[src/rtl/tmr_pkg.sv]
package tmr_pkg;

    localparam int ADDR_W = 2;

    localparam logic [ADDR_W-1:0] ADDR_CTRL = 2'd0;
    localparam logic [ADDR_W-1:0] ADDR_CMP  = 2'd1;
    localparam logic [ADDR_W-1:0] ADDR_STAT = 2'd2;
    localparam logic [ADDR_W-1:0] ADDR_SNAP = 2'd3;

    typedef enum logic [1:0] {
        MODE_ONESHOT  = 2'b00,
        MODE_PERIODIC = 2'b01,
        MODE_TOGGLE   = 2'b10,
        MODE_CONT     = 2'b11
    } tmr_mode_e;

    typedef enum logic [1:0] {
        ST_IDLE   = 2'd0,
        ST_COUNT  = 2'd1,
        ST_FROZEN = 2'd2
    } tmr_state_e;

endpackage

[src/rtl/tmr_regs.sv]
module tmr_regs
    import tmr_pkg::*;
#(
    parameter int PS_W  = 8,
    parameter int CNT_W = 24,
    parameter int DW    = 32
) (
    input  logic              clk,
    input  logic              rst_n,
    input  logic              wr_en,
    input  logic [ADDR_W-1:0] wr_addr,
    input  logic [DW-1:0]     wr_data,
    input  logic [ADDR_W-1:0] rd_addr,
    output logic [DW-1:0]     rd_data,
    input  logic              active,
    input  logic              hit,
    input  logic [CNT_W-1:0]  cnt,
    output logic              run_set,
    output logic              run_clr,
    output logic              srst,
    output logic              cmp_wr,
    output logic [PS_W-1:0]   prescale,
    output tmr_mode_e         mode,
    output logic              irq_en,
    output logic              wake_en,
    output logic              snap_en,
    output logic              dbg_ign,
    output logic [CNT_W-1:0]  cmp,
    output logic              mflag,
    output logic              wflag,
    output logic [CNT_W-1:0]  snap
);

    // control-word field positions follow the prescale field
    localparam int B_RUN  = PS_W;
    localparam int B_MODE = PS_W + 1;
    localparam int B_IE   = PS_W + 3;
    localparam int B_WE   = PS_W + 4;
    localparam int B_SE   = PS_W + 5;
    localparam int B_SR   = PS_W + 6;
    localparam int B_DI   = PS_W + 7;

    logic wr_ctrl, wr_stat;
    logic unused_hi;

    assign wr_ctrl   = wr_en && (wr_addr == ADDR_CTRL);
    assign wr_stat   = wr_en && (wr_addr == ADDR_STAT);
    assign cmp_wr    = wr_en && (wr_addr == ADDR_CMP);
    assign srst      = wr_ctrl && wr_data[B_SR];
    assign run_set   = wr_ctrl && wr_data[B_RUN] && !wr_data[B_SR];
    assign run_clr   = wr_ctrl && !wr_data[B_RUN];
    assign unused_hi = ^wr_data[DW-1:CNT_W];

    // control fields
    always_ff @(posedge clk or negedge rst_n) begin
        if (!rst_n) begin
            prescale <= '0;
            mode     <= MODE_ONESHOT;
            irq_en   <= 1'b0;
            wake_en  <= 1'b0;
            snap_en  <= 1'b0;
            dbg_ign  <= 1'b0;
        end else if (wr_ctrl) begin
            prescale <= wr_data[PS_W-1:0];
            mode     <= tmr_mode_e'(wr_data[B_MODE +: 2]);
            irq_en   <= wr_data[B_IE];
            wake_en  <= wr_data[B_WE];
            snap_en  <= wr_data[B_SE];
            dbg_ign  <= wr_data[B_DI];
        end
    end

    // compare value
    always_ff @(posedge clk or negedge rst_n) begin
        if (!rst_n) begin
            cmp <= '0;
        end else if (cmp_wr) begin
            cmp <= wr_data[CNT_W-1:0];
        end
    end

    // sticky flags: hardware set has priority over a write-1 clear
    always_ff @(posedge clk or negedge rst_n) begin
        if (!rst_n) begin
            mflag <= 1'b0;
            wflag <= 1'b0;
        end else begin
            if (hit) begin
                mflag <= 1'b1;
            end else if (wr_stat && wr_data[0]) begin
                mflag <= 1'b0;
            end
            if (hit && wake_en) begin
                wflag <= 1'b1;
            end else if (wr_stat && wr_data[1]) begin
                wflag <= 1'b0;
            end
        end
    end

    // snapshot follows the counter only while enabled
    always_ff @(posedge clk or negedge rst_n) begin
        if (!rst_n) begin
            snap <= '0;
        end else if (snap_en) begin
            snap <= cnt;
        end
    end

    // read mux
    always_comb begin
        rd_data = '0;
        unique case (rd_addr)
            ADDR_CTRL: begin
                rd_data[PS_W-1:0]     = prescale;
                rd_data[B_RUN]        = active;
                rd_data[B_MODE +: 2]  = mode;
                rd_data[B_IE]         = irq_en;
                rd_data[B_WE]         = wake_en;
                rd_data[B_SE]         = snap_en;
                rd_data[B_DI]         = dbg_ign;
            end
            ADDR_CMP:  rd_data[CNT_W-1:0] = cmp;
            ADDR_STAT: rd_data[2:0]       = {active, wflag, mflag};
            ADDR_SNAP: rd_data[CNT_W-1:0] = snap;
        endcase
    end

endmodule

[src/rtl/tmr_fsm.sv]
module tmr_fsm
    import tmr_pkg::*;
(
    input  logic      clk,
    input  logic      rst_n,
    input  logic      run_set,
    input  logic      run_clr,
    input  logic      srst,
    input  logic      hit,
    input  tmr_mode_e mode,
    input  logic      freeze,
    output logic      active,
    output logic      counting,
    output logic      frozen
);

    tmr_state_e state, state_n;

    // state register
    always_ff @(posedge clk or negedge rst_n) begin
        if (!rst_n) begin
            state <= ST_IDLE;
        end else begin
            state <= state_n;
        end
    end

    // transitions
    always_comb begin
        state_n = state;
        if (srst) begin
            state_n = ST_IDLE;                          // T_SOFT_RESET
        end else if (run_clr) begin
            state_n = ST_IDLE;                          // T_STOP
        end else begin
            unique case (state)
                ST_IDLE: begin
                    if (run_set) state_n = ST_COUNT;    // T_START
                end
                ST_COUNT: begin
                    if (hit && mode == MODE_ONESHOT && !run_set)
                        state_n = ST_IDLE;              // T_ONESHOT_DONE
                    else if (freeze)
                        state_n = ST_FROZEN;            // T_HALT
                end
                ST_FROZEN: begin
                    if (!freeze) state_n = ST_COUNT;    // T_RESUME
                end
                default: state_n = ST_IDLE;
            endcase
        end
    end

    // outputs
    always_comb begin
        active   = 1'b0;
        counting = 1'b0;
        frozen   = 1'b0;
        unique case (state)
            ST_IDLE:   ;
            ST_COUNT:  begin active = 1'b1; counting = 1'b1; end
            ST_FROZEN: begin active = 1'b1; frozen = 1'b1; end
            default:   ;
        endcase
    end

endmodule

[src/rtl/tmr_count.sv]
module tmr_count
    import tmr_pkg::*;
#(
    parameter int PS_W  = 8,
    parameter int CNT_W = 24
) (
    input  logic             clk,
    input  logic             rst_n,
    input  logic             counting,
    input  logic [PS_W-1:0]  prescale,
    input  tmr_mode_e        mode,
    input  logic [CNT_W-1:0] cmp,
    input  logic             srst,
    input  logic             cmp_wr,
    output logic [CNT_W-1:0] cnt,
    output logic             hit,
    output logic             tog
);

    logic [PS_W-1:0]  presc;
    logic [CNT_W-1:0] cnt_inc;
    logic             restart;
    logic             tick;

    assign restart = srst || (cmp_wr && mode != MODE_CONT);
    assign tick    = counting && !restart && (presc >= prescale);
    assign cnt_inc = cnt + {{(CNT_W-1){1'b0}}, 1'b1};
    assign hit     = tick && (cnt_inc == cmp);

    always_ff @(posedge clk or negedge rst_n) begin
        if (!rst_n) begin
            presc <= '0;
            cnt   <= '0;
            tog   <= 1'b0;
        end else if (restart) begin
            presc <= '0;
            cnt   <= '0;
            if (srst) tog <= 1'b0;
        end else if (counting) begin
            if (presc >= prescale) begin
                presc <= '0;
            end else begin
                presc <= presc + {{(PS_W-1){1'b0}}, 1'b1};
            end
            if (tick) begin
                if (hit) begin
                    unique case (mode)
                        MODE_ONESHOT:  cnt <= '0;
                        MODE_PERIODIC: cnt <= '0;
                        MODE_TOGGLE: begin
                            cnt <= '0;
                            tog <= ~tog;
                        end
                        MODE_CONT:     cnt <= cnt_inc;
                    endcase
                end else begin
                    cnt <= cnt_inc;
                end
            end
        end
    end

endmodule

[src/rtl/cmp_timer.sv]
module cmp_timer
    import tmr_pkg::*;
#(
    parameter int PS_W  = 8,
    parameter int CNT_W = 24,
    parameter int DW    = 32
) (
    input  logic              clk,
    input  logic              rst_n,
    input  logic              wr_en,
    input  logic [ADDR_W-1:0] wr_addr,
    input  logic [DW-1:0]     wr_data,
    input  logic [ADDR_W-1:0] rd_addr,
    output logic [DW-1:0]     rd_data,
    input  logic              dbg_halt,
    output logic [CNT_W-1:0]  snap,
    output logic              active,
    output logic              tog_out,
    output logic              irq,
    output logic              wake_flag
);

    logic             run_set, run_clr, srst, cmp_wr;
    logic [PS_W-1:0]  prescale;
    tmr_mode_e        mode;
    logic             irq_en, wake_en, snap_en, dbg_ign;
    logic [CNT_W-1:0] cmp, cnt;
    logic             mflag, hit, counting, frozen, freeze;

    assign freeze = dbg_halt && !dbg_ign;
    assign irq    = mflag && irq_en;

    tmr_regs #(.PS_W(PS_W), .CNT_W(CNT_W), .DW(DW)) u_regs (
        .clk      (clk),
        .rst_n    (rst_n),
        .wr_en    (wr_en),
        .wr_addr  (wr_addr),
        .wr_data  (wr_data),
        .rd_addr  (rd_addr),
        .rd_data  (rd_data),
        .active   (active),
        .hit      (hit),
        .cnt      (cnt),
        .run_set  (run_set),
        .run_clr  (run_clr),
        .srst     (srst),
        .cmp_wr   (cmp_wr),
        .prescale (prescale),
        .mode     (mode),
        .irq_en   (irq_en),
        .wake_en  (wake_en),
        .snap_en  (snap_en),
        .dbg_ign  (dbg_ign),
        .cmp      (cmp),
        .mflag    (mflag),
        .wflag    (wake_flag),
        .snap     (snap)
    );

    tmr_fsm u_fsm (
        .clk      (clk),
        .rst_n    (rst_n),
        .run_set  (run_set),
        .run_clr  (run_clr),
        .srst     (srst),
        .hit      (hit),
        .mode     (mode),
        .freeze   (freeze),
        .active   (active),
        .counting (counting),
        .frozen   (frozen)
    );

    tmr_count #(.PS_W(PS_W), .CNT_W(CNT_W)) u_count (
        .clk      (clk),
        .rst_n    (rst_n),
        .counting (counting),
        .prescale (prescale),
        .mode     (mode),
        .cmp      (cmp),
        .srst     (srst),
        .cmp_wr   (cmp_wr),
        .cnt      (cnt),
        .hit      (hit),
        .tog      (tog_out)
    );

endmodule

[config.mk]
export PLATFORM = sky130hd
export DESIGN_NAME = cmp_timer
export DESIGN_NICKNAME = d
export VERILOG_FILES = /design/src/rtl/tmr_pkg.sv /design/src/rtl/tmr_regs.sv /design/src/rtl/tmr_fsm.sv /design/src/rtl/tmr_count.sv /design/src/rtl/cmp_timer.sv
export SDC_FILE = /design/constraint.sdc
export NUM_CORES = 1
export LEC_CHECK = 0
export BUFFER_PORTS_ARGS = -buffer_cell sky130_fd_sc_hd__buf_2
export CAP_MARGIN = 20
export CORE_MARGIN = 3
export CORE_UTILIZATION = 62
export CTS_CLUSTER_DIAMETER = 200
export DETAILED_ROUTE_END_ITERATION = 8
export PLACE_DENSITY = 0.86
export RECOVER_POWER = 50
export SETUP_SLACK_MARGIN = 0.4
export SYNTH_ARGS = -nofsm -noshare
export SYNTH_HDL_FRONTEND = slang
export SYNTH_HIERARCHICAL = 1
export SYNTH_SLANG_ARGS = --single-unit
[constraint.sdc]
create_clock -name clk -period 6.9 [get_ports clk]
set_clock_uncertainty 0.1 [all_clocks]
set_input_delay 1.035 -clock clk [delete_from_list [all_inputs] [get_ports clk]]
set_output_delay 1.035 -clock clk [all_outputs]
set_load 0.01 [all_outputs]
==> run_results.csv, run 1 <==
group,metric,value,unit
status,status,"completed",
setup_path,critPathTopFamily,"simple AND/OR/NAND/NOR gates",
sta,relSlewSlack,9.13,%
clocking,cts_resized,0,
clocking,cts_tree,"done",
power,power_density,217,nW/µm²
clocking,cts_root_buffer,"clkbuf_8",
floorplanning,design.die.area,11200,µm²
clocking,cts_inserted_buffers,9,
setup_path,critPathMaxStageDelay,0.82,ns
hold_path,hold_path.class,"register to register",
hold_path,hold_path_depth,1,
drt,wl_per_cell,20.9,µm
placement,place_area,6550,µm²
setup_path,critPathMaxFanout,20,
layout,drive_gt1_share,27.4,%
clocking,cts.path.max_buffers,2,
sta,fin_crit_sh,69.4,%
clocking,cts_setup_buffers,0,
drt,drt-initial-drc-count,389,
drt,drcViolationCount,0,
placement,dp_hpwl,11600,µm
sta,fmax,209,MHz
sta,rsz0062_at_grt,"no",
floorplanning,die_x,106,µm
clocking,htree_num_levels,3,
setup_path,cp.required,7.05,ns
sta,setup_viol,0,
drt,vias,5128,
floorplanning,core,9460,µm²
layout,fin_util,71.0,%
floorplanning,ios,100,
setup_path,crit_slowest_cell,"nor4_1",
clocking,postCtsHoldBufs,0,
setup_path,cp.arrival,4.94,ns
synthesis,synthTopCellsByArea,"dfrtp_1 (40%), mux2_2 (11%), mux2i_1 (3.6%)",
sta,holdWs,0.440,ns
synthesis,synth_flop_cell,"dfrtp_1",
setup_path,path_depth,9,
drt,wl,16200,µm
layout,nets,696,
grt,grt_pass1_vias,5103,
layout,area_delta_synth_final,8.66,%
setup_path,crit_top_cell,"nand4_1",
setup_path,path_buf_inv,1,
floorplanning,start_util,65.4,%
placement,gp_congestion,0.968,
clocking,clk-insertion-delay-late,0.36,ns
synthesis,synth_edf_count,0,
setup_path,reg2reg_depth,9,
sta,hold_viol,0,
sta,worst_pin_slew,1.36,ns
synthesis,synth_commonest_cells,"dfrtp_1 (99), mux2_2 (63), nand2_1 (49), mux2i_1 (22), o21ai_0 (21)",
placement,port_buffers,83,
setup_path,end_kind,"register",
sta,fin_crit,4.79,ns
layout,final_area,6720,µm²
layout,antenna_cells,0,
setup_path,path_class,"register to register",
synthesis,syn_inst,584,
drt,viasPerCell,6.61,
synthesis,synth_cell_type_count,69,
clocking,clk_pin_slew_worst_paths,0.09,ns
drt,postRouteAntennaNets,0,
drt,dr.pass1.iters,5,
sta,tns,0,ns
floorplanning,fp.dieH,106,µm
layout,fill_cells,703,
synthesis,synth-seq-area-share,40.1,%
synthesis,yosys.area.top_type_share,40.1,%
synthesis,synth_top_cell_by_area,"dfrtp_1",
power,peakVddDrop,0.141,mV
sta,slew_viol_final,0,
synthesis,yosysMostFrequentCell,"dfrtp_1",
floorplanning,rows,35,
synthesis,syn-cell-area,6180,µm²
grt,grt_remaining_overflow,0,
grt,gr-usage-all-layers,29.4,%
setup_path,worstPathCellList,"nand4_1 > nor4_1 > nand3_1 > o2111a_1 > nand4_1 > or4b_1 > nand4b_1 > buf_8 > o32ai_1",
synthesis,ys_seq_elements,99,
run,maxCapViolCount,0,
grt,antenna_found_initial,0,
grt,grt_max_degree,76,
grt,grt_pass1_wl,26400,µm
synthesis,async_flop_share,100,%
synthesis,yosys_warnings,6,
clocking,clkSinkCount,99,
power,p_leak,3.00,nW
synthesis,avgSynthCellArea,10.6,µm²
setup_path,cp-start-kind,"register",
## power breakdown
part	leakage, nW	switching, mW	internal [mW]	total [mW]
clock	0.0881	0.205	0.134	0.339
combinational	1.62	0.237	0.171	0.408
sequential	1.30	0.0734	0.635	0.709
## layout make-up
class | instances | area, µm² | share of cell area (%)
timing repair buffer | 88 | 439 | 6.54
tap | 129 | 161 | 2.40
clock buffer | 11 | 131 | 1.96
clock inverter | 5 | 36.3 | 0.540
inverter | 17 | 63.8 | 0.950
multi-input combinational | 427 | 3410 | 50.7
sequential | 99 | 2480 | 36.9
## cell families (layout without fill, tap and decap cells)
group	after synthesis	in the layout	synth area share, %
AOI/OAI and AO/OA	113	113	14.3
xor gates and xnor gates	32	32	4.65
adders and majority gates	14	14	2.83
buffers and inverters	65	121	5.34
DFF	99	99	40.1
muxes	88	88	16.1
other	1	8	0.0607
and+or+nand+nor	172	172	16.6
## flip-flops by register name (all words and copies together) (netlist names), 2 cells and up
name             cells
u_regs/snap         24
u_regs/cmp          24
u_count/cnt         24
u_fsm/state          2
u_regs/prescale      8
u_regs/mode          2
u_count/presc        8
## per-stage QoR
stage,instances,setup WS [ns],total power [mW]
after floorplan,591,3.48,0.984
after CTS,774,1.63,1.46
after global routing,776,1.71,1.53
after global placement,758,1.84,1.10
after detailed placement,758,1.62,1.12
final,776,2.11,1.46
## layer usage
metal	up-vias	GRT usage [%]	wire length (µm)
met5	-	0	0
met4	0	10.5	451
met3	41	5.70	1380
met2	278	47.9	7750
met1	2530	39.3	6660
li1	2279	-	-
## final timing paths
| check | start | endpoint | slack [ns] |
|---|---|---|---|
| max | u_count/cnt[4] | u_count/cnt[5] | 2.11 |
| min | u_regs/snap[16] | u_regs/snap[16] | 0.44 |
| max reg2reg | u_count/cnt[4] | u_count/cnt[5] | 2.11 |
| min reg2reg | u_regs/snap[16] | u_regs/snap[16] | 0.44 |
| max in group asynchronous | rst_n | u_regs/cmp[0] | 4.22 |
| min in group asynchronous | rst_n | u_regs/snap[17] | 0.87 |
## layout by cell type (no fill, tap or decap), drive strengths merged, types with 6 or more instances in the layout
| cell | instances |
|---|---|
| dfrtp | 99 |
| buf | 73 |
| mux2 | 63 |
| nand2 | 49 |
| clkbuf | 26 |
| mux2i | 22 |
| o21ai | 21 |
| a211oi | 21 |
| inv | 19 |
| o32ai | 18 |
| nand3 | 17 |
| xor2 | 17 |
| nand4 | 17 |
| xnor2 | 15 |
| ha | 14 |
| nor2b | 14 |
| o2bb2ai | 12 |
| nor2 | 10 |
| a21o | 9 |
| and3 | 9 |
| conb | 8 |
| and2 | 6 |
| or3 | 6 |
| a21oi | 6 |
| or4 | 6 |
Power figures use the tool's default switching activity.
==> run 2: changes to the inputs <==
- CORE_UTILIZATION: 62 -> 52
- PLACE_DENSITY: 0.86 -> 0.77
- clock period: 6.9 -> 4.3 ns (I/O delays scaled with it)
==> run_results.csv, run 2 (synthesis gave the netlist of run 1 again) <==
group,metric,value,unit
clocking,clk_pin_slew_worst_paths,0.06,ns
run,maxCapViolCount,2,
sta,fmax,263,MHz
power,power_density,381,nW/µm²
clocking,htree_num_levels,3,
sta,relSlewSlack,-13.2,%
sta,fin_crit_sh,88.4,%
drt,drt-initial-drc-count,422,
placement,dp_hpwl,12000,µm
sta,rsz0062_at_grt,"no",
sta,layout_setup_ws,0.500,ns
layout,antenna_cells,0,
grt,grt_remaining_overflow,0,
floorplanning,rows,39,
clocking,cts_inserted_buffers,9,
sta,hold_viol,0,
setup_path,critPathMaxStageDelay,0.79,ns
placement,place_area,6690,µm²
grt,grt_pass1_vias,4999,
sta,setup_viol,0,
hold_path,hold_path.class,"input pin to register",
placement,gp_congestion,0.938,
setup_path,path_buf_inv,1,
grt,grt_max_degree,83,
layout,final_area,7020,µm²
clocking,clkSinkCount,99,
drt,drcViolationCount,0,
setup_path,path_class,"register to register",
clocking,clk-insertion-delay-late,0.36,ns
placement,dp_cells,788,
layout,area_delta_synth_final,13.6,%
grt,antenna_found_initial,0,
setup_path,crit_slowest_cell,"or4b_1",
clocking,cts_root_buffer,"clkbuf_16",
floorplanning,design.die.area,13200,µm²
setup_path,critPathMaxFanout,11,
drt,wl,16500,µm
layout,layout_common_cells,"dfrtp_1 (93), buf_2 (81), mux2_2 (62)",
layout,nets,711,
drt,wl_per_cell,20.5,µm
status,violations,"max-capacitance violations, max-slew violations",
setup_path,crit_top_cell,"nand4_1",
power,p_leak,3.17,nW
sta,tns,0,ns
setup_path,worstPathCellList,"nand4_1 > or4_1 > nand2_1 > o2111a_1 > nand4_1 > or4b_1 > buf_4 > a211oi_1 > o32ai_1",
clocking,cts.path.max_buffers,2,
drt,dr.pass1.iters,5,
layout,drive_gt1_share,32.1,%
floorplanning,start_util,53.7,%
drt,vias,5008,
drt,postRouteAntennaNets,0,
placement,port_buffers,83,
layout,stdcell_count,804,
floorplanning,ios,100,
setup_path,critPathTopFamily,"simple AND/OR/NAND/NOR gates",
power,peakVddDrop,0.233,mV
sta,worst_pin_slew,1.70,ns
floorplanning,core,11500,µm²
layout,final_common_cell,"dfrtp_1",
setup_path,cp.arrival,3.92,ns
drt,viasPerCell,6.23,
sta,fin_crit,3.80,ns
clocking,cts_tree,"done",
setup_path,cp.required,4.42,ns
placement,dpl_worst_slack,0.469,ns
floorplanning,die_x,115,µm
layout,biggestRegsByFlops,"u_count/cnt (24), u_regs/cmp (24), u_regs/snap (24)",
setup_path,end_kind,"register",
grt,grt_pass1_wl,26500,µm
sta,slew_viol_final,59,
grt,gr-usage-all-layers,25.7,%
floorplanning,fp.dieH,115,µm
status,status,"finished with violations",
setup_path,cp-start-kind,"register",
run 2: changes by cell type in the layout (fill, tap and decap cells not counted), sizes merged:
cell      change
buf          +24
bufinv        +2
clkbuf       -10
clkinv        -2
clkinvlp      +1
inv           -1
run 2: worst reg2reg max path, stage by stage (launching register included):
cell and delay (ns):
dfrtp_1 0.49, nand4_1 0.36, or4_1 0.73, nand2_1 0.12, o2111a_1 0.19, nand4_1 0.13, or4b_1 0.79, buf_4 0.31
a211oi_1 0.30, o32ai_1 0.13
run 2: metal layers:
metal / wire length, µm / track usage [%] / vias to the layer above
met1: 7380 / 36.0 / 2520
met2: 8010 / 40.5 / 162
met5: 0 / 0 / -
li1: - / - / 2310
met3: 885 / 5.16 / 16
met4: 189 / 7.67 / 0
run 2: path summary, 6_finish.rpt:
check | from | slack [ns] | cells after the start | to
max in group asynchronous | rst_n | 1.34 | 2 | u_count/cnt[9]
worst max-delay path | u_count/cnt[13] | 0.50 | 9 | u_count/cnt[5]
worst min-delay path | wr_data[23] | 0.42 | 2 | u_regs/cmp[23]
worst max register to register | u_count/cnt[13] | 0.50 | 9 | u_count/cnt[5]
worst min register to register | u_regs/mflag | 0.43 | 1 | u_regs/mflag
min in group asynchronous | rst_n | 0.62 | 1 | u_regs/cmp[1]
run 2: final cells by class:
cell class	count	area [µm²]
multi-input combinational	427	3430
sequential	99	2480
clock inverter	5	87.6
inverter	17	63.8
tap	143	179
fill	978	4490
timing repair buffer	103	549
clock buffer	10	229
run 2: stage by stage:
| stage | util (%) | hold WS, ns | power, mW |
|---|---|---|---|
| 3_3_place_gp | 58.1 | 0.405 | 1.77 |
| 3_5_place_dp | 58.1 | 0.403 | 1.80 |
| 6_report | 61.0 | 0.423 | 2.67 |
| 2_1_floorplan | - | 0.249 | 1.58 |
| 5_1_grt | 61.0 | 0.422 | 2.81 |
| 4_1_cts | 60.8 | 0.416 | 2.68 |
run 2: timing repair:
| action | 4_1_cts | 5_1_grt |
|---|---|---|
| hold buffers | 0 | 0 |
| buffers inserted | 0 | 0 |
| endpoints found under the setup margin | 0 | 26 |
| resized for setup | 0 | 11 |
| hold endpoints to repair | 0 | 0 |
run 2: power by group:
part           switching [mW]  internal (mW)
clock network           0.361          0.512
logic                   0.389          0.278
registers               0.112           1.02
==> run 3: changes to the inputs <==
- PLACE_DENSITY: 0.77 -> 0.84
==> run_results.csv, run 3 (synthesis gave the netlist of run 1 again) <==
group,metric,value,unit
status,status,"finished with violations",
status,violations,"max-capacitance violations, max-slew violations",
power,p_leak,3.19,nW
sta,fin_crit_sh,86.9,%
setup_path,path_class,"register to register",
clocking,cts_root_buffer,"clkbuf_16",
drt,drcViolationCount,0,
clocking,clkSinkCount,99,
grt,grt_remaining_overflow,0,
layout,area_delta_synth_final,14.0,%
sta,tns,0,ns
clocking,cts_tree,"done",
floorplanning,die_x,115,µm
sta,worst_pin_slew,1.76,ns
drt,postRouteAntennaNets,0,
sta,fin_crit,3.74,ns
sta,hold_viol,0,
setup_path,cp.required,4.44,ns
drt,wl,16900,µm
sta,rsz0062_at_grt,"no",
layout,layout_common_cells,"dfrtp_1 (91), buf_2 (81), mux2_2 (63)",
sta,holdWs,0.423,ns
setup_path,reg2reg_depth,10,
hold_path,hold_path_depth,2,
layout,drive_gt1_share,33.0,%
drt,viasPerCell,6.43,
grt,grt_pass1_vias,5127,
sta,relSlewSlack,-17.6,%
sta,setup_viol,0,
layout,nets,713,
floorplanning,start_util,53.7,%
run,maxCapViolCount,3,
drt,vias,5193,
layout,final_common_cell,"dfrtp_1",
floorplanning,fp.dieH,115,µm
setup_path,critPathMaxStageDelay,0.56,ns
clocking,cts_inserted_buffers,9,
drt,drt-initial-drc-count,370,
sta,slew_viol_final,124,
placement,port_buffers,83,
setup_path,critPathMaxFanout,12,
layout,biggestRegsByFlops,"u_count/cnt (24), u_regs/cmp (24), u_regs/snap (24)",
placement,dp_hpwl,12000,µm
sta,fmax,267,MHz
layout,antenna_cells,0,
clocking,clk-insertion-delay-late,0.36,ns
floorplanning,rows,39,
setup_path,end_kind,"register",
power,peakVddDrop,0.236,mV
setup_path,cp.arrival,3.88,ns
clocking,clk_pin_slew_worst_paths,0.07,ns
drt,dr.pass1.iters,6,
grt,grt_max_degree,72,
grt,antenna_found_initial,0,
drt,wl_per_cell,20.9,µm
floorplanning,design.die.area,13200,µm²
setup_path,cp-start-kind,"register",
placement,gp_congestion,0.922,
grt,grt_pass1_wl,26800,µm
floorplanning,ios,100,
power,power_density,381,nW/µm²
grt,gr-usage-all-layers,26.0,%
setup_path,crit_slowest_cell,"or4_4",
hold_path,hold_path.class,"input pin to register",
clocking,cts.path.max_buffers,2,
floorplanning,core,11500,µm²
clocking,htree_num_levels,3,
setup_path,worstPathCellList,"nand4_1 > or4_4 > or3_4 > xnor2_2 > nand4_1 > or4_4 > nor2_2 > nor4b_4 > o311ai_1 > a2111oi_2",
==> run 3: changes by cell type in the layout (fill, tap and decap cells not counted), sizes merged <==
cell and change:
inv +1, buf +3, clkinvlp -1
==> run 3: metal layers <==
| layer | GRT usage, % | vias to the layer above | part of all wire, % |
|---|---|---|---|
| met5 | 0 | - | 0 |
| met2 | 41.7 | 247 | 49 |
| met3 | 5.58 | 36 | 7.0 |
| met1 | 34.5 | 2586 | 42 |
| met4 | 9.94 | 0 | 2.3 |
| li1 | - | 2324 | - |
==> run 3: timing repair <==
action	4_1_cts	5_1_grt
cloned	0	0
buffers inserted	0	3
pin swaps	0	1
endpoints found under the setup margin	1	2
resized for setup	1	14
hold buffers	0	0
==> run 3: power breakdown <==
part / switching (mW) / internal (mW)
sequential: 0.109 / 1.02
clock: 0.364 / 0.516
combinational: 0.395 / 0.279
==> run 3: layout make-up <==
class | instances | area, µm²
fillers | 929 | 4470
multi-input cells | 427 | 3430
flip-flops and latches | 99 | 2490
repair buffers | 105 | 568
clock buffers | 11 | 233
well taps | 143 | 179
clock inverters | 5 | 85.1
inverters | 17 | 63.8
==> run 3: final timing paths <==
path | slack [ns] | from | end
setup / recovery | 0.56 | u_count/cnt[7] | u_fsm/state[0]
hold / removal | 0.42 | wr_data[19] | u_regs/cmp[19]
hold reg to reg | 0.43 | u_regs/snap[22] | u_regs/snap[22]
min in group asynchronous | 0.64 | rst_n | u_fsm/state[0]
setup reg to reg | 0.56 | u_count/cnt[7] | u_fsm/state[0]
max in group asynchronous | 2.26 | rst_n | u_regs/cmp[17]
==> run 3: critical path, delay by kind of cell, from the launching register on <==
family | cells | cell delay, ns
AOI/OAI and AO/OA | 2 | 0.53
xor gates and xnor gates | 1 | 0.21
DFF | 1 | 0.50
and+or+nand+nor | 7 | 2.29
==> run 3: through the flow <==
| stage | setup slack, ns | instances | instance area (µm²) | power, mW | util, % |
|---|---|---|---|---|---|
| global route | 0.384 | 807 | 7050 | 2.81 | 61.2 |
| detailed placement | 0.396 | 788 | 6690 | 1.80 | 58.1 |
| CTS | 0.443 | 804 | 7010 | 2.68 | 60.9 |
| floorplan | 0.883 | 591 | 6210 | 1.58 | - |
| global placement | 0.541 | 788 | 6690 | 1.77 | 58.1 |
| finish | 0.561 | 807 | 7050 | 2.68 | 61.2 |
